File: config.mk
export PLATFORM = sky130hd
export DESIGN_NAME = rn_rename_map
export DESIGN_NICKNAME = d
export VERILOG_FILES = /design/src/rtl/rn_pkg.sv /design/src/rtl/rn_free_list.sv /design/src/rtl/rn_scoreboard.sv /design/src/rtl/rn_history.sv /design/src/rtl/rn_rename_map.sv
export SDC_FILE = /design/constraint.sdc
export NUM_CORES = 1
export LEC_CHECK = 0
export ABC_AREA = 1
export BUFFER_PORTS_ARGS = -buffer_cell sky130_fd_sc_hd__buf_2
export CORE_MARGIN = 4
export CORE_UTILIZATION = 45
export CTS_CLUSTER_SIZE = 25
export DETAILED_ROUTE_END_ITERATION = 16
export GPL_TIMING_DRIVEN = 0
export SETUP_SLACK_MARGIN = 0.3
export SLEW_MARGIN = 10
export SYNTH_ARGS = -nofsm -noshare
export SYNTH_HDL_FRONTEND = slang
export SYNTH_HIERARCHICAL = 1
export SYNTH_SLANG_ARGS = --single-unit
File: constraint.sdc
create_clock -name clk_i -period 10.05 [get_ports clk_i]
set_input_delay 1.005 -clock clk_i [delete_from_list [all_inputs] [get_ports clk_i]]
set_output_delay 1.005 -clock clk_i [all_outputs]
set_load 0.1 [all_outputs]
File: src/rtl/rn_pkg.sv
package rn_pkg;
  typedef enum logic [1:0] {
    WALK_IDLE   = 2'd0,
    WALK_SQUASH = 2'd1,
    WALK_COMMIT = 2'd2
  } walk_e;
endpackage

File: src/rtl/rn_free_list.sv
module rn_free_list #(
  parameter int NUM_PHYS = 16,
  parameter int NUM_ARCH = 8,
  localparam int PW = $clog2(NUM_PHYS),
  localparam int CW = $clog2(NUM_PHYS + 1)
) (
  input  logic          clk_i,
  input  logic          rst_ni,
  input  logic          alloc_i,
  output logic [PW-1:0] alloc_idx_o,
  input  logic          rel_i,
  input  logic [PW-1:0] rel_idx_i,
  output logic [CW-1:0] count_o,
  output logic          nonempty_o
);
  logic [NUM_PHYS-1:0] free_q;

  always_comb begin
    alloc_idx_o = '0;
    nonempty_o  = 1'b0;
    for (int i = 0; i < NUM_PHYS; i++) begin
      if (free_q[i] && !nonempty_o) begin
        alloc_idx_o = PW'(i);
        nonempty_o  = 1'b1;
      end
    end
  end

  always_comb begin
    count_o = '0;
    for (int i = 0; i < NUM_PHYS; i++) count_o = count_o + CW'(free_q[i]);
  end

  always_ff @(posedge clk_i or negedge rst_ni) begin
    if (!rst_ni) begin
      for (int i = 0; i < NUM_PHYS; i++) free_q[i] <= (i >= NUM_ARCH);
    end else begin
      if (alloc_i) free_q[alloc_idx_o] <= 1'b0;
      if (rel_i)   free_q[rel_idx_i]   <= 1'b1;
    end
  end

  // allocation only from the pool
  a_r3_alloc_from_pool: assert property (@(posedge clk_i) disable iff (!rst_ni)
    alloc_i |-> free_q[alloc_idx_o]);
  // a register is never returned twice
  a_r7_no_double_release: assert property (@(posedge clk_i) disable iff (!rst_ni)
    rel_i |-> !free_q[rel_idx_i]);
endmodule

File: src/rtl/rn_scoreboard.sv
module rn_scoreboard #(
  parameter int NUM_PHYS = 16,
  localparam int PW = $clog2(NUM_PHYS)
) (
  input  logic          clk_i,
  input  logic          rst_ni,
  input  logic          set_i,
  input  logic [PW-1:0] set_idx_i,
  input  logic          clr_i,
  input  logic [PW-1:0] clr_idx_i,
  input  logic [PW-1:0] rd0_idx_i,
  input  logic [PW-1:0] rd1_idx_i,
  output logic          rd0_o,
  output logic          rd1_o
);
  logic [NUM_PHYS-1:0] rdy_q;

  assign rd0_o = rdy_q[rd0_idx_i];
  assign rd1_o = rdy_q[rd1_idx_i];

  always_ff @(posedge clk_i or negedge rst_ni) begin
    if (!rst_ni) begin
      rdy_q <= '1;
    end else begin
      if (set_i) rdy_q[set_idx_i] <= 1'b1;
      if (clr_i) rdy_q[clr_idx_i] <= 1'b0;
    end
  end

  // a fresh destination reads not ready afterwards
  a_r3_clear_sticks: assert property (@(posedge clk_i) disable iff (!rst_ni)
    (clr_i && !(set_i && set_idx_i == clr_idx_i)) |=> !rdy_q[$past(clr_idx_i)]);
  // a write-back is visible on the next cycle
  a_r4_set_sticks: assert property (@(posedge clk_i) disable iff (!rst_ni)
    (set_i && !(clr_i && set_idx_i == clr_idx_i)) |=> rdy_q[$past(set_idx_i)]);
endmodule

File: src/rtl/rn_history.sv
module rn_history #(
  parameter int DEPTH = 16,
  parameter int SEQ_W = 8,
  parameter int AW    = 3,
  parameter int PW    = 4,
  localparam int IW = (DEPTH > 1) ? $clog2(DEPTH) : 1,
  localparam int NW = $clog2(DEPTH + 1)
) (
  input  logic             clk_i,
  input  logic             rst_ni,
  input  logic             push_i,
  input  logic [SEQ_W-1:0] push_seq_i,
  input  logic [AW-1:0]    push_arch_i,
  input  logic [PW-1:0]    push_new_i,
  input  logic [PW-1:0]    push_prev_i,
  input  logic             pop_old_i,
  input  logic             pop_young_i,
  output logic [SEQ_W-1:0] old_seq_o,
  output logic [PW-1:0]    old_prev_o,
  output logic [SEQ_W-1:0] young_seq_o,
  output logic [AW-1:0]    young_arch_o,
  output logic [PW-1:0]    young_new_o,
  output logic [PW-1:0]    young_prev_o,
  output logic             empty_o,
  output logic             full_o
);
  logic [SEQ_W-1:0] seq_q  [DEPTH];
  logic [AW-1:0]    arch_q [DEPTH];
  logic [PW-1:0]    new_q  [DEPTH];
  logic [PW-1:0]    prev_q [DEPTH];
  logic [IW-1:0]    head_q, tail_q, young_idx;
  logic [NW-1:0]    cnt_q;

  function automatic logic [IW-1:0] nxt(input logic [IW-1:0] p);
    return (p == IW'(DEPTH - 1)) ? '0 : p + IW'(1);
  endfunction

  assign young_idx    = (tail_q == '0) ? IW'(DEPTH - 1) : tail_q - IW'(1);
  assign empty_o      = (cnt_q == '0);
  assign full_o       = (cnt_q == NW'(DEPTH));
  assign old_seq_o    = seq_q[head_q];
  assign old_prev_o   = prev_q[head_q];
  assign young_seq_o  = seq_q[young_idx];
  assign young_arch_o = arch_q[young_idx];
  assign young_new_o  = new_q[young_idx];
  assign young_prev_o = prev_q[young_idx];

  always_ff @(posedge clk_i) begin
    if (push_i) begin
      seq_q[tail_q]  <= push_seq_i;
      arch_q[tail_q] <= push_arch_i;
      new_q[tail_q]  <= push_new_i;
      prev_q[tail_q] <= push_prev_i;
    end
  end

  always_ff @(posedge clk_i or negedge rst_ni) begin
    if (!rst_ni) begin
      head_q <= '0;
      tail_q <= '0;
      cnt_q  <= '0;
    end else begin
      if (push_i)           tail_q <= nxt(tail_q);
      else if (pop_young_i) tail_q <= young_idx;
      if (pop_old_i)        head_q <= nxt(head_q);
      cnt_q <= cnt_q + NW'(push_i) - NW'(pop_old_i) - NW'(pop_young_i);
    end
  end

  // no record is written into a full log
  a_r3_no_push_full: assert property (@(posedge clk_i) disable iff (!rst_ni)
    push_i |-> !full_o);
  // walks never retire from an empty log
  a_r6_no_pop_empty: assert property (@(posedge clk_i) disable iff (!rst_ni)
    (pop_old_i || pop_young_i) |-> !empty_o);
  // young-end retirement never overlaps with appending
  a_r6_pop_push_excl: assert property (@(posedge clk_i) disable iff (!rst_ni)
    !(pop_young_i && push_i));
endmodule

File: src/rtl/rn_rename_map.sv
module rn_rename_map
  import rn_pkg::*;
#(
  parameter int NUM_ARCH   = 8,
  parameter int NUM_PHYS   = 16,
  parameter int HIST_DEPTH = 16,
  parameter int SEQ_W      = 8,
  localparam int AW = $clog2(NUM_ARCH),
  localparam int PW = $clog2(NUM_PHYS),
  localparam int CW = $clog2(NUM_PHYS + 1)
) (
  input  logic             clk_i,
  input  logic             rst_ni,
  input  logic             req_valid_i,
  input  logic [SEQ_W-1:0] req_seq_i,
  input  logic [AW-1:0]    req_src0_i,
  input  logic [AW-1:0]    req_src1_i,
  input  logic             req_dst_valid_i,
  input  logic [AW-1:0]    req_dst_i,
  output logic             req_ready_o,
  output logic [PW-1:0]    src0_phys_o,
  output logic             src0_rdy_o,
  output logic [PW-1:0]    src1_phys_o,
  output logic             src1_rdy_o,
  output logic [PW-1:0]    dst_phys_o,
  output logic [PW-1:0]    dst_prev_o,
  input  logic             wb_valid_i,
  input  logic [PW-1:0]    wb_phys_i,
  input  logic             commit_valid_i,
  input  logic [SEQ_W-1:0] commit_seq_i,
  input  logic             squash_valid_i,
  input  logic [SEQ_W-1:0] squash_seq_i,
  output logic             busy_o,
  output logic [CW-1:0]    free_count_o
);
  logic [PW-1:0]    map_q [NUM_ARCH];
  walk_e            walk_q;
  logic [SEQ_W-1:0] walk_seq_q;

  logic             fl_nonempty, h_empty, h_full;
  logic [PW-1:0]    alloc_idx, rel_idx;
  logic             accept, do_alloc, sq_pop, cm_pop;
  logic [SEQ_W-1:0] old_seq, young_seq;
  logic [AW-1:0]    young_arch;
  logic [PW-1:0]    old_prev, young_new, young_prev;

  assign req_ready_o = (walk_q != WALK_SQUASH) && !squash_valid_i && !h_full &&
                       (!req_dst_valid_i || fl_nonempty);
  assign accept      = req_valid_i && req_ready_o;
  assign do_alloc    = accept && req_dst_valid_i;
  assign sq_pop      = (walk_q == WALK_SQUASH) && !h_empty && (young_seq > walk_seq_q);
  assign cm_pop      = (walk_q == WALK_COMMIT) && !h_empty && (old_seq <= walk_seq_q);
  assign rel_idx     = sq_pop ? young_new : old_prev;
  assign busy_o      = (walk_q != WALK_IDLE);

  assign src0_phys_o = map_q[req_src0_i];
  assign src1_phys_o = map_q[req_src1_i];
  assign dst_phys_o  = alloc_idx;
  assign dst_prev_o  = map_q[req_dst_i];

  rn_free_list #(.NUM_PHYS(NUM_PHYS), .NUM_ARCH(NUM_ARCH)) u_free (
    .clk_i       (clk_i),
    .rst_ni      (rst_ni),
    .alloc_i     (do_alloc),
    .alloc_idx_o (alloc_idx),
    .rel_i       (sq_pop || cm_pop),
    .rel_idx_i   (rel_idx),
    .count_o     (free_count_o),
    .nonempty_o  (fl_nonempty)
  );

  rn_scoreboard #(.NUM_PHYS(NUM_PHYS)) u_sb (
    .clk_i     (clk_i),
    .rst_ni    (rst_ni),
    .set_i     (wb_valid_i),
    .set_idx_i (wb_phys_i),
    .clr_i     (do_alloc),
    .clr_idx_i (alloc_idx),
    .rd0_idx_i (src0_phys_o),
    .rd1_idx_i (src1_phys_o),
    .rd0_o     (src0_rdy_o),
    .rd1_o     (src1_rdy_o)
  );

  rn_history #(.DEPTH(HIST_DEPTH), .SEQ_W(SEQ_W), .AW(AW), .PW(PW)) u_hist (
    .clk_i        (clk_i),
    .rst_ni       (rst_ni),
    .push_i       (do_alloc),
    .push_seq_i   (req_seq_i),
    .push_arch_i  (req_dst_i),
    .push_new_i   (alloc_idx),
    .push_prev_i  (dst_prev_o),
    .pop_old_i    (cm_pop),
    .pop_young_i  (sq_pop),
    .old_seq_o    (old_seq),
    .old_prev_o   (old_prev),
    .young_seq_o  (young_seq),
    .young_arch_o (young_arch),
    .young_new_o  (young_new),
    .young_prev_o (young_prev),
    .empty_o      (h_empty),
    .full_o       (h_full)
  );

  always_ff @(posedge clk_i or negedge rst_ni) begin
    if (!rst_ni) begin
      for (int i = 0; i < NUM_ARCH; i++) map_q[i] <= PW'(i);
    end else if (sq_pop) begin
      map_q[young_arch] <= young_prev;
    end else if (do_alloc) begin
      map_q[req_dst_i] <= alloc_idx;
    end
  end

  // squash outranks commit; commits are dropped while a squash walk runs
  always_ff @(posedge clk_i or negedge rst_ni) begin
    if (!rst_ni) begin
      walk_q     <= WALK_IDLE;
      walk_seq_q <= '0;
    end else if (squash_valid_i) begin
      walk_q     <= WALK_SQUASH;
      walk_seq_q <= squash_seq_i;
    end else if (walk_q == WALK_SQUASH) begin
      if (!sq_pop) walk_q <= WALK_IDLE;
    end else if (commit_valid_i) begin
      walk_q     <= WALK_COMMIT;
      walk_seq_q <= commit_seq_i;
    end else if (walk_q == WALK_COMMIT && !cm_pop) begin
      walk_q <= WALK_IDLE;
    end
  end

  // a squash always opens a walk on the next cycle
  a_r6_busy_after_squash: assert property (@(posedge clk_i) disable iff (!rst_ni)
    squash_valid_i |=> busy_o);
  // a commit during a squash walk never starts a commit walk
  a_r9_commit_dropped: assert property (@(posedge clk_i) disable iff (!rst_ni)
    (busy_o && !cm_pop && walk_q == WALK_SQUASH && !squash_valid_i && sq_pop) |=>
      (walk_q == WALK_SQUASH));
  // no rename while squash recovery runs
  a_r6_no_alloc_in_squash: assert property (@(posedge clk_i) disable iff (!rst_ni)
    sq_pop |-> !do_alloc);
endmodule

==> results.cfg <==
[route]
ant_nets = 0
vias_per_cell = 5.82
first_iter_violations = 2518
route.detailed.drc = 0
drt-wirelength-per-cell_um = 22.4
via_count = 19900
dr.pass1.iters = 8
drt-total-wl_um = 76500

[finish]
areaGrowthSynthToFinish_pct = 12.1
drive_gt1_frac = 0.112
insertedDiodeCount = 0
nNetsFinal = 2812
final_common_cell = nand3_1
fillers = 4666
utilization = 0.511
final_cell_mix = nand3_1, nand2_1, inv_1
fin_cells = 3416
fin_area_mm2 = 0.0251

[placement]
gp_congestion = 0.966
dp_cells = 3339
dp_hpwl_um = 53100
pre_cts_ws_ps = 4370
post_dp_cell_area_mm2 = 0.0237
io_buffers = 65

[grt]
grt_pass1_wl_um = 115000
grt_pass1_vias = 19200
antenna_found_initial = 0
grt_usage = 0.282
grt_overflow = 0
grt_max_degree = 52

[clocking]
clkLatencyLatePin_ps = 580
clk_pin_slew_ps = 60
clock_path_buffers = 3
htree_levels = 2
numCtsBuffers = 44
clock_sinks = 391
postCtsHoldBufs = 0
cts_tree = built
cts_setup_buffers = 0
cts-resized-gates = 0
cts-root-buf = clkbuf_16

[worst_setup_path]
r2r_end = u_hist/cnt_q[3]
startpoint_type = flip-flop
cp.arrival_ps = 6240
r2r-start = u_hist/tail_q[1]
startpoint = u_hist/tail_q[1]
critical-path-slowest-cell = clkbuf_1
rrSetupSlack_ps = 4260
slowest_delay_ps = 630
critPathKind = flip-flop to flip-flop
cp_max_fo = 11
cp-endpoint = u_hist/cnt_q[3]
end_kind = flip-flop
cpMostUsedCell = inv_1
reg2regPathDepth = 27
crit_required_ps = 10500

[sta]
fmax_ghz = 0.173
rsz0062_at_grt = no
finalSetupViolations = 0
final-max-slew-violation-count = 0
hold_viol = 0
max_slew_margin = 0.238
final.setup.tns_ps = 0
timing.hold.ws_ps = 443
tightest_slew_ps = 1140
finalClockSkew_ps = 17.9
period_needed_ps = 5790
setup_slack_ps = 4260
finalCritPeriodShare = 0.576

[yosys]
netlist_instances = 2604
synth.top_cell.area_share = 0.408
synthesis.nets = 2695
synth_flop_cell = edfxtp_1
yosysUniqueCellTypes = 51
syn_area_mm2 = 0.0224
synth_edf_count = 304
synth_seq_cells = 391
synth_async_sr_flop_share = 0.223
yosys-top-cells-area = edfxtp_1, nand3_1, nand2_1, inv_1, dfrtp_1
yosysTopAreaCell = edfxtp_1
syn_avg_cell_area_um2 = 8.59
ys_warn_count = 6
seq_area_frac_synth = 0.508

[power]
p_int_mw = 4.06
powerDensity_mw_per_mm2 = 342
combPwrFrac = 0.580
power_leakage_nw = 10.8
switching_share = 0.527
switchingPower_mw = 4.52
clockPowerShare = 0.178
ir_worst_vdd_mv = 0.310
power_mw = 8.57
seqPwrFrac = 0.243

[floorplan]
initial_core_util = 0.456
num_io_pins = 69
rows = 81
die-area_mm2 = 0.0533
die_height_um = 231
coreArea_mm2 = 0.0491
dieWidth_um = 231

[status]
status = finished, final reports clean

[worst_hold_path]
hold_class = primary input to async pin

[job]
cap_violations = 0
[flip-flops by register name, summed over array words and instances, names as in the netlist]
| register | count |
|---|---|
| u_sb/rdy_q | 16 |
| walk_seq_q | 8 |
| u_hist/prev_q | 64 |
| u_free/free_q | 16 |
| u_hist/cnt_q | 5 |
| u_hist/head_q | 4 |
| map_q | 32 |
| walk_q | 2 |
| u_hist/tail_q | 4 |
| u_hist/new_q | 64 |
| u_hist/arch_q | 48 |
| u_hist/seq_q | 128 |
[cell usage after synthesis, types with 15 or more instances]
library cell	count
a21oi_1	115
o21ai_0	160
edfxtp_1	304
nand3b_1	78
buf_1	20
nand2_1	491
buf_2	37
dfstp_2	36
clkbuf_1	72
dfrtp_1	51
buf_6	15
inv_1	363
nor2_1	98
ha_1	35
o211ai_1	29
nand4_1	37
nand3_1	513
[critical path, delay by kind of cell (launching register included)]
kind | cells | cell delay, ps
buffers and inverters | 10 | 2070
adder cells (fa/ha/maj) | 6 | 1730
AND/OR/NAND/NOR | 10 | 1210
flip-flops | 1 | 460
XOR/XNOR | 1 | 170
[area by class of cell]
| cell class | instances | area (um2) | area share |
|---|---|---|---|
| Sequential cell | 391 | 11400 | 0.453 |
| Multi-Input combinational cell | 1682 | 8930 | 0.357 |
| Inverter | 382 | 1440 | 0.0573 |
| Clock buffer | 55 | 1160 | 0.0464 |
| Tap cell | 664 | 831 | 0.0332 |
| Buffer | 149 | 744 | 0.0297 |
| Timing Repair Buffer | 71 | 443 | 0.0177 |
| Clock inverter | 22 | 158 | 0.00629 |
[logic make-up after synthesis]
kind of cell,after synthesis,synth area share
and+or+nand+nor,1283,0.277
buffers and inverters,531,0.0975
DFF,391,0.508
AOI/OAI and AO/OA,345,0.0843
adders and majority gates,47,0.0303
xor gates and xnor gates,6,0.00235
muxes,1,0.000504
[worst min path at each step]
| stage | endpoint | slack [ps] | start |
|---|---|---|---|
| 2_1_floorplan | map_q[11] | 440 | map_q[11] |
| 3_3_place_gp | map_q[8] | 450 | map_q[8] |
| 3_5_place_dp | map_q[8] | 460 | map_q[8] |
| 4_1_cts | map_q[25] | 430 | rst_ni |
| 5_1_grt | map_q[25] | 450 | rst_ni |
| 6_report | map_q[25] | 440 | rst_ni |
[metal layers]
layer / GRT usage / routed length [um] / up-vias
met3: 0.0575 / 8100 / 194
met1: 0.385 / 30500 / 9556
met2: 0.452 / 35000 / 1069
met5: 0 / 0 / -
li1: - / - / 9067
met4: 0.0957 / 2900 / 0
[power groups by stage]
| stage | sequential [mW] | clock [mW] | combinational (mW) |
|---|---|---|---|
| global placement | 2.10 | 0 | 4.71 |
| floorplan | 2.07 | 0 | 3.24 |
| detailed placement | 2.11 | 0 | 4.82 |
| global route | 2.09 | 1.62 | 5.34 |
| finish | 2.08 | 1.52 | 4.97 |
| CTS | 2.08 | 1.55 | 4.83 |
(Power assumes the default switching activity.)
